$ cat src/rtl/xp_pkg.sv
// Shared types for the crosspoint routing controller.
// Assumes: at most one rank action per clock, chosen by fixed priority.
package xp_pkg;

    typedef enum logic [1:0] {
        XP_IDLE   = 2'd0,
        XP_WRITE  = 2'd1,
        XP_COMMIT = 2'd2,
        XP_CLEAR  = 2'd3
    } xp_act_e;

    // Priority pick: clear beats commit, commit beats write.
    function automatic xp_act_e xp_pick(input logic clr, input logic cmt, input logic wr);
        if (clr)      return XP_CLEAR;
        else if (cmt) return XP_COMMIT;
        else if (wr)  return XP_WRITE;
        else          return XP_IDLE;
    endfunction

endpackage

$ cat src/rtl/xp_edge_detect.sv
// Rising-edge detector for a group of level strobes sampled on clk.
// Assumes: strobes are synchronous to clk; a strobe high during reset
// counts as a new edge in the first clock after reset.
module xp_edge_detect #(
    parameter int NUM_SIG = 3
) (
    input  logic               clk,
    input  logic               rst_n,
    input  logic [NUM_SIG-1:0] level,
    output logic [NUM_SIG-1:0] rise
);

    logic [NUM_SIG-1:0] prev_q;

    for (genvar i = 0; i < NUM_SIG; i++) begin : g_bit
        // Remember last sampled level of this strobe.
        always_ff @(posedge clk) begin
            if (!rst_n) prev_q[i] <= 1'b0;
            else        prev_q[i] <= level[i];
        end
        // First high sample after a low one.
        assign rise[i] = level[i] & ~prev_q[i];
    end

endmodule

$ cat src/rtl/xp_ctrl_decode.sv
// Turns gated strobe edges into one rank action per clock.
// Assumes: rise bits ordered {clear, commit, write}.
module xp_ctrl_decode
    import xp_pkg::*;
(
    input  logic       chip_sel,
    input  logic [2:0] rise,
    output xp_act_e    act
);

    // Gate with chip select, then apply fixed priority.
    always_comb begin
        if (chip_sel) act = xp_pick(rise[2], rise[1], rise[0]);
        else          act = XP_IDLE;
    end

endmodule

$ cat src/rtl/xp_route_bank.sv
// Two ranks of per-output routing entries: staging and active.
// Each entry is an input number plus a disable flag.
// Assumes: act is already priority-resolved; reset leaves everything off.
module xp_route_bank
    import xp_pkg::*;
#(
    parameter int NUM_IN  = 8,
    parameter int NUM_OUT = 8
) (
    input  logic                              clk,
    input  logic                              rst_n,
    input  xp_act_e                           act,
    input  logic [$clog2(NUM_IN)-1:0]         src_addr,
    input  logic [$clog2(NUM_OUT)-1:0]        dst_addr,
    input  logic                              off_bit,
    output logic [NUM_OUT*$clog2(NUM_IN)-1:0] act_sel,
    output logic [NUM_OUT-1:0]                act_off
);

    localparam int SEL_W = $clog2(NUM_IN);
    localparam int DST_W = $clog2(NUM_OUT);

    for (genvar k = 0; k < NUM_OUT; k++) begin : g_entry
        logic [SEL_W-1:0] stg_sel_q;
        logic             stg_off_q;
        logic [SEL_W-1:0] act_sel_q;
        logic             act_off_q;
        logic             hit;

        assign hit = (dst_addr == DST_W'(k));

        // Staging entry: cleared, or written when addressed.
        always_ff @(posedge clk) begin
            if (!rst_n) begin
                stg_sel_q <= '0;
                stg_off_q <= 1'b1;
            end else begin
                unique case (act)
                    XP_CLEAR: begin
                        stg_sel_q <= '0;
                        stg_off_q <= off_bit;
                    end
                    XP_WRITE: begin
                        if (hit) begin
                            stg_sel_q <= src_addr;
                            stg_off_q <= off_bit;
                        end
                    end
                    default: ;
                endcase
            end
        end

        // Active entry: cleared, or loaded from staging on commit.
        always_ff @(posedge clk) begin
            if (!rst_n) begin
                act_sel_q <= '0;
                act_off_q <= 1'b1;
            end else begin
                unique case (act)
                    XP_CLEAR: begin
                        act_sel_q <= '0;
                        act_off_q <= off_bit;
                    end
                    XP_COMMIT: begin
                        act_sel_q <= stg_sel_q;
                        act_off_q <= stg_off_q;
                    end
                    default: ;
                endcase
            end
        end

        assign act_sel[k*SEL_W +: SEL_W] = act_sel_q;
        assign act_off[k]                = act_off_q;
    end

endmodule

$ cat src/rtl/xp_out_mux.sv
// Per-output selectors driven by the active rank.
// Assumes: purely combinational so data is never held up by a commit.
module xp_out_mux #(
    parameter int NUM_IN  = 8,
    parameter int NUM_OUT = 8
) (
    input  logic [NUM_IN-1:0]                 data_in,
    input  logic [NUM_OUT*$clog2(NUM_IN)-1:0] act_sel,
    input  logic [NUM_OUT-1:0]                act_off,
    output logic [NUM_OUT-1:0]                data_out,
    output logic [NUM_OUT-1:0]                out_en
);

    localparam int SEL_W = $clog2(NUM_IN);

    for (genvar k = 0; k < NUM_OUT; k++) begin : g_sel
        logic [SEL_W-1:0] sel;
        assign sel = act_sel[k*SEL_W +: SEL_W];

        // Pick the chosen input, force 0 when the output is off.
        always_comb begin
            out_en[k]   = ~act_off[k];
            data_out[k] = act_off[k] ? 1'b0 : data_in[sel];
        end
    end

endmodule

$ cat src/rtl/xp_crosspoint_ctrl.sv
// Top of the staged crosspoint: edge detection, action decode,
// two-rank routing store and output selectors.
// Assumes: all control inputs synchronous to clk.
module xp_crosspoint_ctrl
    import xp_pkg::*;
#(
    parameter int NUM_IN  = 8,
    parameter int NUM_OUT = 8
) (
    input  logic                       clk,
    input  logic                       rst_n,
    input  logic [NUM_IN-1:0]          data_in,
    input  logic [$clog2(NUM_IN)-1:0]  src_addr,
    input  logic [$clog2(NUM_OUT)-1:0] dst_addr,
    input  logic                       off_bit,
    input  logic                       chip_sel,
    input  logic                       load_strobe,
    input  logic                       cfg_strobe,
    input  logic                       clear_strobe,
    output logic [NUM_OUT-1:0]         data_out,
    output logic [NUM_OUT-1:0]         out_en
);

    localparam int SEL_W = $clog2(NUM_IN);

    logic [2:0]               rise;
    xp_act_e                  act;
    logic [NUM_OUT*SEL_W-1:0] act_sel;
    logic [NUM_OUT-1:0]       act_off;

    xp_edge_detect #(.NUM_SIG(3)) u_edge (
        .clk   (clk),
        .rst_n (rst_n),
        .level ({clear_strobe, cfg_strobe, load_strobe}),
        .rise  (rise)
    );

    xp_ctrl_decode u_dec (
        .chip_sel (chip_sel),
        .rise     (rise),
        .act      (act)
    );

    xp_route_bank #(.NUM_IN(NUM_IN), .NUM_OUT(NUM_OUT)) u_bank (
        .clk      (clk),
        .rst_n    (rst_n),
        .act      (act),
        .src_addr (src_addr),
        .dst_addr (dst_addr),
        .off_bit  (off_bit),
        .act_sel  (act_sel),
        .act_off  (act_off)
    );

    xp_out_mux #(.NUM_IN(NUM_IN), .NUM_OUT(NUM_OUT)) u_mux (
        .data_in  (data_in),
        .act_sel  (act_sel),
        .act_off  (act_off),
        .data_out (data_out),
        .out_en   (out_en)
    );

endmodule

$ cat config.mk
export PLATFORM = sky130hd
export DESIGN_NAME = xp_crosspoint_ctrl
export DESIGN_NICKNAME = d
export VERILOG_FILES = /design/src/rtl/xp_pkg.sv /design/src/rtl/xp_edge_detect.sv /design/src/rtl/xp_ctrl_decode.sv /design/src/rtl/xp_route_bank.sv /design/src/rtl/xp_out_mux.sv /design/src/rtl/xp_crosspoint_ctrl.sv
export SDC_FILE = /design/constraint.sdc
export NUM_CORES = 1
export LEC_CHECK = 0
export BUFFER_PORTS_ARGS = -buffer_cell sky130_fd_sc_hd__clkbuf_2
export CAP_MARGIN = 10
export CORE_ASPECT_RATIO = 0.6
export CORE_MARGIN = 8
export CORE_UTILIZATION = 44
export CTS_CLUSTER_SIZE = 16
export DETAILED_ROUTE_END_ITERATION = 7
export PLACE_DENSITY = 0.65
export SKIP_LAST_GASP = 1
export SYNTH_ARGS = -nofsm -noshare
export SYNTH_HDL_FRONTEND = slang
export SYNTH_SLANG_ARGS = --single-unit
$ cat constraint.sdc
create_clock -name clk -period 1.45 [get_ports clk]
set_clock_uncertainty 0.1 [all_clocks]
set_input_delay 0.145 -clock clk [delete_from_list [all_inputs] [get_ports clk]]
set_output_delay 0.145 -clock clk [all_outputs]
set_load 0.02 [all_outputs]
# After elaboration in Yosys (flattened, before gate mapping)
# Cells that the tools add are included.
# W data, S select, Z words.
# op_classes
order_cmp	8
n_bitwise	14
eq_ne	18
n_mux	76
reduce_logical	11
# op_table
op	count
$pmux W3 S2	16
$lt A3 B4 Y1 const B	8
$pmux W1 S2	16
$mux W1	25
$bmux W1 S3	8
$mux W3	8
$ne A2 B1 Y1 const B	8
$reduce_and A2 Y1	8
$eq A3 B3 Y1 const B	4
$not A1 Y1	11
$eq A3 B2 Y1 const B	2
$mux W2	3
$eq A2 B2 Y1 const B	2
$reduce_bool A2 Y1	2
$and A1 B1 Y1	3
$eq A3 B1 Y1 const B	1
$logic_not A3 Y1	1
$eq A2 B1 Y1 const B	1
# word_totals
ff_bits	67
word_cells	162

# Logic depth before layout (Yosys ltp)
# depth
ltp_word	9
mapped_depth	6
ltp_nobuf	4

# Cells and area by module
# From an unflattened synthesis, not the netlist that was laid out.
# unflattened
cells_unflattened	369
area_unflattened_um2	3553.4
# by_module_without_submodules
mod	seq_area_each_um2	area_each_um2	cells_each	n_inst
xp_route_bank	1281.2	2771.4	293	1
xp_out_mux	0.0	640.6	64	1
xp_edge_detect	60.1	120.1	9	1
xp_ctrl_decode	0.0	21.3	3	1

# Worst setup path after synthesis
# No wires, ideal clock.
# synth_path
path_type	register to register
from	register u_edge.prev_q[1]
to	register u_bank.g_entry[0].act_off_q
setup_slack_ps	16
stages_incl_launch_ff	6
setup_ps	122
required_time_ps	1228
arrival_time_ps	1212
cell_sequence	dfxtp_1 -> nand2b_1 -> clkbuf_1 -> nor3b_2 -> buf_2 -> a221o_1
# synth_between
elab_chain_len	7
elab_cells_between_ends	9
# synth_rtl
item	line	rtl
start: declaration	xp_edge_detect.sv:13	logic [NUM_SIG-1:0] prev_q;
start signal: indexed assignment	xp_edge_detect.sv:19	else prev_q[i] <= level[i];
$not A1 Y1 *	xp_edge_detect.sv:22	assign rise[i] = level[i] & ~prev_q[i];
$and A1 B1 Y1 *	xp_edge_detect.sv:22	
$mux W2 *	xp_pkg.sv:15	else if (cmt) return XP_COMMIT;
$mux W2 *	xp_pkg.sv:14	if (clr) return XP_CLEAR;
$mux W2 *	xp_ctrl_decode.sv:13	if (chip_sel) act = xp_pick(rise[2], rise[1], rise[0]);
$eq A2 B2 Y1	xp_route_bank.sv:60	unique case (act)
$pmux W1 S2 / $reduce_bool A2 Y1 (equally long branches)	-	
end signal: assignment	xp_route_bank.sv:63	act_off_q <= off_bit;
end signal: assignment	xp_route_bank.sv:67	act_off_q <= stg_off_q;
end: declaration	xp_route_bank.sv:27	logic act_off_q;
# Every way passes the cells marked *; elsewhere a longest branch is shown, timed or not.
# A chain may end at the register's enable or synchronous reset.

# Worst setup path in the final report
# layout_path
from	register u_bank.g_entry[5].act_sel_q[1]
to	output port data_out[5]
# layout_between
elab_chain_len	3
# layout_rtl
item	line	rtl
start: declaration	xp_route_bank.sv:26	logic [SEL_W-1:0] act_sel_q;
start signal: assignment	xp_route_bank.sv:66	act_sel_q <= stg_sel_q;
$bmux W1 S3	xp_out_mux.sv:23	data_out[k] = act_off[k] ? 1'b0 : data_in[sel];
$mux W1 (implied by the code)	xp_out_mux.sv:23	
$mux W1	xp_out_mux.sv:23	
end: declaration	xp_crosspoint_ctrl.sv:20	output logic [NUM_OUT-1:0] data_out,
# Every way passes these cells. The select of a mux whose other input is x is not followed.

==> impl_metrics.ini <==
[power_and_ir_drop]
power.leakage_nw = 1.632
ir_worst_vdd_uv = 709.9
power_mw = 4.417
powerDensity_mw_per_mm2 = 1087

[synthesis]
yosysTopAreaCell = dfxtp_1
yosysSeqAreaShare = 0.4377
ys_seq_elements = 67
ys_warn_count = 0
syn_area_mm2 = 0.003064
ys_types = 29
syn-num-nets = 325
netlist_top_cells_area = dfxtp_1 44%, mux2i_1 14%, nor2b_1 7.3%
avgSynthCellArea_um2 = 10.08
synthDominantCellAreaShare = 0.4377
syn-instance-count = 304

[timing]
hold_ws_ns = 0.02391
fin_ws_ns = -0.3983
setup_viol = 20
fmax_ghz = 0.5410
min_period_ns = 1.848
rsz0062_at_grt = yes
relSlewSlack = 0.6976
finalMaxSlewViolations = 0
post-route-period-util = 1.275
worstMarginPinSlew_ns = 0.4524
final_hold_viol_count = 0

[die]
io_pins = 37
start_util = 0.4570
rows = 23
die_area_mm2 = 0.009978
die_w_um = 123.7
die_h_um = 80.64
core_mm2 = 0.006705

[cells_and_area]
final_common_cell = dfxtp_1
drive_above_1_share = 0.3369
diodes = 0
layout_common_cells = 54 x dfxtp_1, 43 x mux2i_1, 35 x nor2b_1
layout.nets = 392
syn_to_final_growth_pct = 32.58

[critical_path]
path_max_fanout = 2
cp_cell_sequence = mux4_2 > mux2i_1 > nor3_1 > buf_4
cp.required_ns = 1.21
worst_r2r_path_depth = 6
cpPeakStageDelay_ns = 0.52
critPathKind = flip-flop to primary output
cp.buffers_inverters = 1
critPathSlowestCell = mux4_2
endpoint_kind = primary output
path_delay_family = multiplexers
path_depth = 4
startpoint_type = flip-flop
cp.arrival_ns = 1.60

[clock_tree]
cts_tree = done
clk_pin_slew_ns = 0.05
h-tree-depth = 3
cts_made_buffers = 9
clock_sinks = 67
clk_path_buf_depth = 2
root_buffer = clkbuf_16
clk_latency_ns = 0.33

[place]
place_ws_ns = -0.09642
place.gp.congestion = 0.8130
hpwlAfterDp_um = 6000
port_buffers = 36

[route]
first_iter_violations = 276
drc = 0
wirelength_um = 8807
via_per_inst = 5.640
post_drt_wl_per_cell_um = 19.10
dr_total_vias = 2600
dr.pass1.iters = 4
ant_nets = 0

[status]
status = finished with violations
violations = negative setup slack

[hold_path]
min_path_cells = 2
hold_path_class = input port to flip-flop

[global_route]
grt_first_pass_wirelength_um = 13790
grt.overflow.total = 0
antenna_found_initial = 0
grt.busiest_layer = met1
grtUsageMet1 = 0.2605
use_met3 = 0.07558
met2_usage = 0.2464
grt_max_degree = 33
grt_pass1_vias = 2532
grtUsageTotal = 0.1833

[run]
max_cap_viol_count = 0
[sequential cells by signal, indices dropped and copies added, names as in the netlist]
| register | count |
|---|---|
| u_bank.g_entry.act_off_q | 8 |
| u_bank.g_entry.act_sel_q | 24 |
| u_bank.g_entry.stg_sel_q | 24 |
| u_edge.prev_q | 3 |
| u_bank.g_entry.stg_off_q | 8 |
[cells in the mapped netlist, drive strengths merged]
cell type and instances:
a22oi 24, nand2 19, a221o 8, nand3b 1, clkbuf 10, and4bb 1
nor2 25, a31oi 3, o21ai 5, mux2i 43, and3b 1, a21bo 1
inv 8, a2111oi 8, mux4 8, and2 3, nand2b 1, o211ai 4
nor3b 4, nand4b 1, dfxtp 67, nand3 6, nor3 9, buf 8
nor2b 36
[stage by stage]
step | instances | util | cell area, µm² | setup TNS (ns)
3_3_place_gp | 439 | 0.5290 | 3547 | -0.6373
2_1_floorplan | 304 | - | 3064 | 0
4_1_cts | 457 | 0.5813 | 3897 | -3.449
3_5_place_dp | 439 | 0.5290 | 3547 | -0.8235
5_1_grt | 461 | 0.6059 | 4063 | -4.702
6_report | 461 | 0.6059 | 4063 | -3.424
[timing repair]
action | CTS | global route
buffers inserted | 1 | 3
hold buffers | 3 | 0
endpoints found under the hold margin | 3 | 0
gates resized for setup | 22 | 35
setup endpoints to repair | 26 | 62
pin swaps | 5 | 6
cloned | 0 | 2
[cell families (layout without fill, tap and decap cells)]
kind of cell	count (synthesis)	in the layout	synth area share
and+or+nand+nor	107	107	0.1923
DFF	67	67	0.4377
AOI/OAI and AO/OA	53	53	0.1352
muxes	51	51	0.1993
buffers and inverters	26	96	0.03552
[area by class of cell]
cell class / instances / area [µm²]
Timing Repair Buffer: 74 / 580.6
Tap cell: 87 / 108.9
Clock inverter: 3 / 15.01
Sequential cell: 67 / 1358
Multi-Input combinational cell: 211 / 1718
Clock buffer: 11 / 252.7
Fill cell: 570 / 2643
Inverter: 8 / 30.03
[final timing paths]
path / startpoint / end / slack (ns)
min reg2reg: u_bank.g_entry[3].stg_off_q$_SDFFE_PN1P_ / u_bank.g_entry[3].stg_off_q$_SDFFE_PN1P_ / 0.38
max: u_bank.g_entry[5].act_sel_q[1]$_SDFFE_PN0P_ / data_out[5] / -0.40
max reg2reg: u_edge.prev_q[0]$_SDFF_PN0_ / u_bank.g_entry[6].stg_sel_q[1]$_SDFFE_PN0P_ / -0.07
min: rst_n / u_bank.g_entry[1].stg_off_q$_SDFFE_PN1P_ / 0.02
[power by group]
| group | leakage, nW | internal, mW | switching (mW) | total, mW |
|---|---|---|---|---|
| Clock | 0.137 | 1.22 | 0.770 | 1.99 |
| Combinational | 0.945 | 0.222 | 0.285 | 0.508 |
| Sequential | 0.550 | 1.89 | 0.0341 | 1.92 |
[per-layer routing]
layer  wire, µm  vias to the layer above
li1           -                     1245
met1       4264                     1242
met2       3423                      103
met3       1033                       10
met4         86                        0
met5          0                        -
[worst reg2reg max path, cell delays in order (launching register included)]
cell      delay [ns]
dfxtp_1         0.30
nand4b_1        0.25
buf_4           0.20
nor3b_2         0.14
buf_4           0.18
mux2i_1         0.19
nor2_1          0.05
Power figures use the tool's default switching activity.
